`src/rtl/uart_tx_pkg.sv`:
```
package uart_tx_pkg;

   typedef enum logic [1:0] {
      WL_8   = 2'b00,
      WL_9   = 2'b01,
      WL_7   = 2'b10,
      WL_BAD = 2'b11
   } wlen_e;

   typedef enum logic [1:0] {
      STOP_ONE = 2'b00,
      STOP_TWO = 2'b10
   } stop_e;

   // Number of character bits (data plus parity) for a width code
   function automatic logic [3:0] wlen_bits(input wlen_e code);
      case (code)
         WL_9:    return 4'd9;
         WL_7:    return 4'd7;
         default: return 4'd8;
      endcase
   endfunction

endpackage

```
`src/rtl/uart_tx_holdreg.sv`:
```
module uart_tx_holdreg #(
   parameter int unsigned DATA_W = 9
) (
   input  logic              clk,
   input  logic              rst_n,
   input  logic              wr_en,
   input  logic [DATA_W-1:0] wr_data,
   input  logic              start,
   input  logic              finish,
   output logic [DATA_W-1:0] tdr,
   output logic              empty,
   output logic              done
);

   always_ff @(posedge clk or negedge rst_n) begin
      if (!rst_n) begin
         tdr   <= '0;
         empty <= 1'b1;
         done  <= 1'b1;
      end else begin
         if (wr_en && empty) begin
            tdr   <= wr_data;
            empty <= 1'b0;
         end else if (finish) begin
            empty <= 1'b1;
         end
         if (finish) begin
            done <= 1'b1;
         end else if (start) begin
            done <= 1'b0;
         end
      end
   end


   wr_clears_empty_chk: assert property (@(posedge clk) disable iff (!rst_n)
      (wr_en && empty) |=> !empty);


   start_clears_done_chk: assert property (@(posedge clk) disable iff (!rst_n)
      start |=> !done);

endmodule

```
`src/rtl/uart_tx_framer.sv`:
```
module uart_tx_framer
   import uart_tx_pkg::*;
#(
   parameter int unsigned DATA_W  = 9,
   parameter int unsigned FRAME_W = DATA_W + 3,
   parameter int unsigned CNT_W   = $clog2(FRAME_W + 1)
) (
   input  logic [DATA_W-1:0]  tdr,
   input  logic [1:0]         wlen,
   input  logic               par_en,
   input  logic               par_odd,
   input  logic [1:0]         stop_code,
   output logic [FRAME_W-1:0] frame,
   output logic [CNT_W-1:0]   frame_len,
   output logic               cfg_err
);

   logic [CNT_W-1:0]  nbits;
   logic [CNT_W-1:0]  ndat;
   logic [DATA_W-1:0] dmask;
   logic              par_bit;

   always_comb begin
      nbits = CNT_W'(wlen_bits(wlen_e'(wlen)));
      ndat  = nbits - CNT_W'(par_en);
      for (int i = 0; i < DATA_W; i++) begin
         dmask[i] = (CNT_W'(i) < ndat);
      end
      par_bit   = (^(tdr & dmask)) ^ par_odd;
      frame_len = CNT_W'(1) + nbits +
                  ((stop_e'(stop_code) == STOP_TWO) ? CNT_W'(2) : CNT_W'(1));
      cfg_err   = (wlen_e'(wlen) == WL_BAD) | stop_code[0];
   end

   // Parallel frame image: position 0 is the start bit, unused tail is stop level
   for (genvar p = 0; p < FRAME_W; p++) begin : g_bit
      localparam logic [CNT_W-1:0] PI = CNT_W'(p);
      if (p == 0) begin : g_start
         assign frame[p] = 1'b0;
      end else if (p - 1 < DATA_W) begin : g_data
         assign frame[p] = (PI <= ndat) ? tdr[p-1] :
                           (par_en && PI == ndat + CNT_W'(1)) ? par_bit : 1'b1;
      end else begin : g_tail
         assign frame[p] = (par_en && PI == ndat + CNT_W'(1)) ? par_bit : 1'b1;
      end
   end

endmodule

```
`src/rtl/uart_tx_shifter.sv`:
```
module uart_tx_shifter #(
   parameter int unsigned FRAME_W = 12,
   parameter int unsigned CNT_W   = $clog2(FRAME_W + 1)
) (
   input  logic               clk,
   input  logic               rst_n,
   input  logic               tick,
   input  logic               go_ok,
   input  logic [FRAME_W-1:0] frame,
   input  logic [CNT_W-1:0]   frame_len,
   output logic               txd,
   output logic               busy,
   output logic               start,
   output logic               finish
);

   logic [FRAME_W-1:0] sreg;
   logic [CNT_W-1:0]   remain;

   assign start  = !busy && tick && go_ok;
   assign finish = busy && tick && (remain == '0);

   always_ff @(posedge clk or negedge rst_n) begin
      if (!rst_n) begin
         busy   <= 1'b0;
         txd    <= 1'b1;
         sreg   <= '1;
         remain <= '0;
      end else if (start) begin
         busy   <= 1'b1;
         txd    <= frame[0];
         sreg   <= {1'b1, frame[FRAME_W-1:1]};
         remain <= frame_len - CNT_W'(1);
      end else if (busy && tick) begin
         if (remain == '0) begin
            busy <= 1'b0;
            txd  <= 1'b1;
         end else begin
            txd    <= sreg[0];
            sreg   <= {1'b1, sreg[FRAME_W-1:1]};
            remain <= remain - CNT_W'(1);
         end
      end
   end


   idle_high_chk: assert property (@(posedge clk) disable iff (!rst_n)
      !busy |-> txd);


   start_bit_low_chk: assert property (@(posedge clk) disable iff (!rst_n)
      start |=> !txd);


   bit_hold_chk: assert property (@(posedge clk) disable iff (!rst_n)
      (busy && !tick) |=> $stable(txd));

endmodule

```
`src/rtl/uart_frame_tx.sv`:
```
module uart_frame_tx #(
   parameter int unsigned DATA_W = 9
) (
   input  logic              clk,
   input  logic              rst_n,
   input  logic              wr_en,
   input  logic [DATA_W-1:0] wr_data,
   input  logic              tx_enable,
   input  logic [1:0]        wlen,
   input  logic              par_en,
   input  logic              par_odd,
   input  logic [1:0]        stop_code,
   input  logic              baud_tick,
   output logic              txd,
   output logic              tx_empty,
   output logic              tx_done,
   output logic              cfg_err
);

   localparam int unsigned FRAME_W = DATA_W + 3;
   localparam int unsigned CNT_W   = $clog2(FRAME_W + 1);

   if (DATA_W != 9) begin : g_bad_width
      $error("uart_frame_tx: width codes require DATA_W of 9");
   end

   logic [DATA_W-1:0]  tdr;
   logic [FRAME_W-1:0] frame;
   logic [CNT_W-1:0]   frame_len;
   logic               busy, start, finish, go_ok;

   assign go_ok = tx_enable && !tx_empty && !cfg_err;

   uart_tx_holdreg #(.DATA_W(DATA_W)) u_hold (
      .clk(clk), .rst_n(rst_n), .wr_en(wr_en), .wr_data(wr_data),
      .start(start), .finish(finish),
      .tdr(tdr), .empty(tx_empty), .done(tx_done)
   );

   uart_tx_framer #(.DATA_W(DATA_W), .FRAME_W(FRAME_W), .CNT_W(CNT_W)) u_framer (
      .tdr(tdr), .wlen(wlen), .par_en(par_en), .par_odd(par_odd),
      .stop_code(stop_code), .frame(frame), .frame_len(frame_len),
      .cfg_err(cfg_err)
   );

   uart_tx_shifter #(.FRAME_W(FRAME_W), .CNT_W(CNT_W)) u_shift (
      .clk(clk), .rst_n(rst_n), .tick(baud_tick), .go_ok(go_ok),
      .frame(frame), .frame_len(frame_len),
      .txd(txd), .busy(busy), .start(start), .finish(finish)
   );


   no_start_on_err_chk: assert property (@(posedge clk) disable iff (!rst_n)
      $rose(busy) |-> $past(!cfg_err));


   no_start_disabled_chk: assert property (@(posedge clk) disable iff (!rst_n)
      $rose(busy) |-> $past(tx_enable));


   end_flags_chk: assert property (@(posedge clk) disable iff (!rst_n)
      $fell(busy) |-> (tx_empty && tx_done));

endmodule

```
`config.mk`:
```
export PLATFORM = sky130hd
export DESIGN_NAME = uart_frame_tx
export DESIGN_NICKNAME = d
export VERILOG_FILES = /design/src/rtl/uart_tx_pkg.sv /design/src/rtl/uart_tx_holdreg.sv /design/src/rtl/uart_tx_framer.sv /design/src/rtl/uart_tx_shifter.sv /design/src/rtl/uart_frame_tx.sv
export SDC_FILE = /design/constraint.sdc
export NUM_CORES = 1
export LEC_CHECK = 0
export BUFFER_PORTS_ARGS = -buffer_cell sky130_fd_sc_hd__buf_4
export CAP_MARGIN = 40
export CORE_MARGIN = 4
export CORE_UTILIZATION = 55
export DETAILED_ROUTE_END_ITERATION = 8
export GPL_TIMING_DRIVEN = 0
export PLACE_DENSITY_LB_ADDON = 0.15
export RECOVER_POWER = 25
export SKIP_CTS_REPAIR_TIMING = 1
export SLEW_MARGIN = 0
export SYNTH_ARGS = -nofsm -noshare
export SYNTH_HDL_FRONTEND = slang
export SYNTH_HIERARCHICAL = 1
export SYNTH_SLANG_ARGS = --single-unit
```
`constraint.sdc`:
```
create_clock -name clk -period 6.3 [get_ports clk]
set_input_delay 1.26 -clock clk [delete_from_list [all_inputs] [get_ports clk]]
set_output_delay 1.26 -clock clk [all_outputs]
set_load 0.02 [all_outputs]
```
==> flow_metrics.env <==
export IMPL_outcome="finished clean"
export IMPL_cp_required_ns=6.58
export IMPL_port_buffers=23
export IMPL_pwr_share_clk_pct=12.2
export IMPL_clock_fmax_mhz=269
export IMPL_period_share_pct=59.1
export IMPL_synth_area_leaders="dfstp_2, dfrtp_1, mux2_2, ha_1, a31oi_1"
export IMPL_core_um2=3150
export IMPL_final_cells=256
export IMPL_routabilityCongestion=0.814
export IMPL_vias_per_cell=5.63
export IMPL_synth_edf_count=0
export IMPL_antenna_found_initial=0
export IMPL_synthArstFlopShare_pct=100
export IMPL_syn_to_final_growth_pct=14.8
export IMPL_place_ws_ns=2.24
export IMPL_drive_gt1_share_pct=33.0
export IMPL_antenna_left=0
export IMPL_grt_pass1_vias=1500
export IMPL_p_switching_mw=0.368
export IMPL_netlist_cell_type_count=46
export IMPL_drc_errors=0
export IMPL_grt_overflow_total=0
export IMPL_setup_viol=0
export IMPL_swShare_pct=37.7
export IMPL_fillers=289
export IMPL_crit_path_top_delay_cell="nor3b_2"
export IMPL_die_area_um2=4380
export IMPL_syn_inst=185
export IMPL_numCtsBuffers=3
export IMPL_worstPathMaxFanout=10
export IMPL_vias=1442
export IMPL_power_mw=0.975
export IMPL_finalSetupTns_ns=0
export IMPL_crit_chain="buf_4 -> ha_1 -> or2_2 -> nor3b_2 -> nand3b_4 -> inv_2 -> buf_2 -> mux2i_1 -> ha_1 -> o211ai_1 -> or4_1 -> nand3_1"
export IMPL_dp_hpwl_mm=2.98
export IMPL_drtIter0Drc=74
export IMPL_worst_ep_arrival_time_ns=4.00
export IMPL_cap_violations=0
export IMPL_ys_warn_count=6
export IMPL_finalCriticalPeriod_ns=3.72
export IMPL_die_x_um=66.2
export IMPL_leakage_nw=0.945
export IMPL_tightest_slew_ns=1.48
export IMPL_top_level_ports=24
export IMPL_syn_area_um2=1860
export IMPL_cts_tree="done"
export IMPL_die_h_um=66.2
export IMPL_p_int_mw=0.608
export IMPL_synth_top_cell_by_area="dfstp_2"
export IMPL_clkTransAtPathRegs_ns=0.15
export IMPL_yosys_most_used_dff="dfstp_2"
export IMPL_cts_sinks=28
export IMPL_setup_worst_path_start_class="input pin"
export IMPL_power_density_nw_per_um2=456
export IMPL_path_class="input pin to flip-flop"
export IMPL_end_kind="flip-flop"
export IMPL_slowest_delay_ns=0.46
export IMPL_rsz0062_at_grt="no"
export IMPL_cpMostUsedCell="ha_1"
export IMPL_synthesis_nets=215
export IMPL_clock_skew_final_ns=0.00868
export IMPL_path_delay_family="simple AND/OR/NAND/NOR gates"
export IMPL_hold_viol=0
export IMPL_dp_cells=252
export IMPL_peakVddDrop_uv=396
export IMPL_syn_avg_cell_area_um2=10.1
export IMPL_yosysSeqAreaShare_pct=38.5
export IMPL_nNetsFinal=243
export IMPL_cts_max_level=1
export IMPL_drt_wirelength_per_cell_um=15.1
export IMPL_hp_class="flip-flop to flip-flop"
export IMPL_synth_top_area_share_pct=19.7
export IMPL_setup_ws_ns=2.58
export IMPL_root_buffer="clkbuf_4"
export IMPL_grt_pass1_wl_mm=6.72
export IMPL_pwr_share_seq_pct=38.3
export IMPL_slew_headroom_pct=1.29
export IMPL_finalWirelength_mm=3.86
export IMPL_first_pass_iters=4
export IMPL_slew_violations=0
export IMPL_path_buf_inv=3
export IMPL_start_util_pct=59.1
export IMPL_pwr_share_comb_pct=49.6
export IMPL_clockBufferDepth=2
export IMPL_ys_ff_latch=28
export IMPL_clk_latency_ns=0.33
export IMPL_num_rows=20
export IMPL_diodes=0
export IMPL_grt_max_degree=29
export IMPL_track_usage_pct=20.1
## cells by family after synthesis
| group | after synthesis | synth area share (%) |
|---|---|---|
| adders and majority gates | 10 | 7.92 |
| other | 1 | 0.201 |
| xor gates and xnor gates | 11 | 7.12 |
| muxes | 12 | 7.05 |
| DFF | 28 | 38.5 |
| and+or+nand+nor | 50 | 17.2 |
| buffers and inverters | 22 | 6.31 |
| AOI/OAI and AO/OA | 51 | 15.6 |
## worst min-delay path: stages (launching register included)
cell	delay (ns)
dfstp_2	0.40
nand2_1	0.04
nand2_1	0.04
## final cells by class
| type | count | area (µm²) | share of cell area, % |
|---|---|---|---|
| timing repair buffer | 23 | 169 | 7.89 |
| sequential | 28 | 718 | 33.6 |
| clock inverter | 1 | 30.0 | 1.40 |
| tap | 44 | 55.1 | 2.57 |
| buffer | 13 | 83.8 | 3.92 |
| inverter | 9 | 33.8 | 1.58 |
| clock buffer | 3 | 22.5 | 1.05 |
| multi-input combinational | 135 | 1030 | 48.0 |
## power groups by stage
stage                     logic, mW  clock network [mW]  registers, mW
after floorplan               0.369                   0          0.369
after global placement        0.462                   0          0.370
after detailed placement      0.482                   0          0.378
after CTS                     0.484               0.121          0.374
after global routing          0.533               0.133          0.388
final                         0.484               0.119          0.373
## path summary, 6_finish.rpt
path | start | to | slack [ns] | cells after the start
setup / recovery | wlen[1] | u_shift/remain[2] | 2.58 | 12
hold / removal | u_shift/txd | u_shift/txd | 0.46 | 2
setup reg to reg | u_hold/empty | u_shift/remain[2] | 3.65 | 9
hold reg to reg | u_shift/txd | u_shift/txd | 0.46 | 2
max in group asynchronous | rst_n | u_shift/busy | 4.19 | 1
min in group asynchronous | rst_n | u_shift/remain[0] | 1.25 | 1
## metal layers
layer  part of all wire, %  track usage, %
met1                    41            25.2
met2                    51            34.2
met3                   4.2            2.89
met4                   3.2            8.88
met5                     0               0
## flip-flops by register name (all words and copies together) (netlist names)
name / cells
u_hold/done: 1
u_hold/empty: 1
u_hold/tdr: 9
u_shift/busy: 1
u_shift/remain: 4
u_shift/sreg: 11
u_shift/txd: 1
## stage by stage
step / utilization [%] / cell area (µm²) / hold WS (ns)
floorplan: - / 1860 / 0.463
global placement: 66.3 / 2090 / 0.444
detailed placement: 66.3 / 2090 / 0.447
CTS: 68.0 / 2140 / 0.468
global route: 67.9 / 2140 / 0.503
finish: 67.9 / 2140 / 0.464
## cell usage after synthesis, types with 2 or more instances
cell      count
nand2b_1      2
buf_2         4
clkbuf_1      3
ha_1          7
mux2i_1       3
dfrtp_1      14
inv_1         8
mux2_2        9
or4_1         2
o21ai_0      14
nand3_1       3
nor2_1       16
nand2_1       9
o211ai_1      4
nor4_1        2
xnor2_1       6
fa_1          3
dfstp_2      14
a21oi_1      16
buf_4         4
buf_6         2
a31oi_1      13
nor3b_1       3
xor2_1        2
## cells in the final DEF, fill, tap and decap left out, types with 2 or more instances in the layout
cell and count:
or4_1 2, xor2_1 2, mux2_2 9, dfrtp_1 14, a31oi_1 13, nand2b_1 2
nand3_1 3, o21ai_0 14, nor2_1 16, o211ai_1 4, a21oi_1 16, inv_1 8
nand2_1 9, clkbuf_4 3, ha_1 7, dfstp_2 14, xnor2_1 6, nor4_1 2
buf_4 26, clkbuf_1 4, fa_1 3, mux2i_1 3, buf_6 2, buf_2 4
nor3b_1 3
Power figures use the tool's default switching activity.
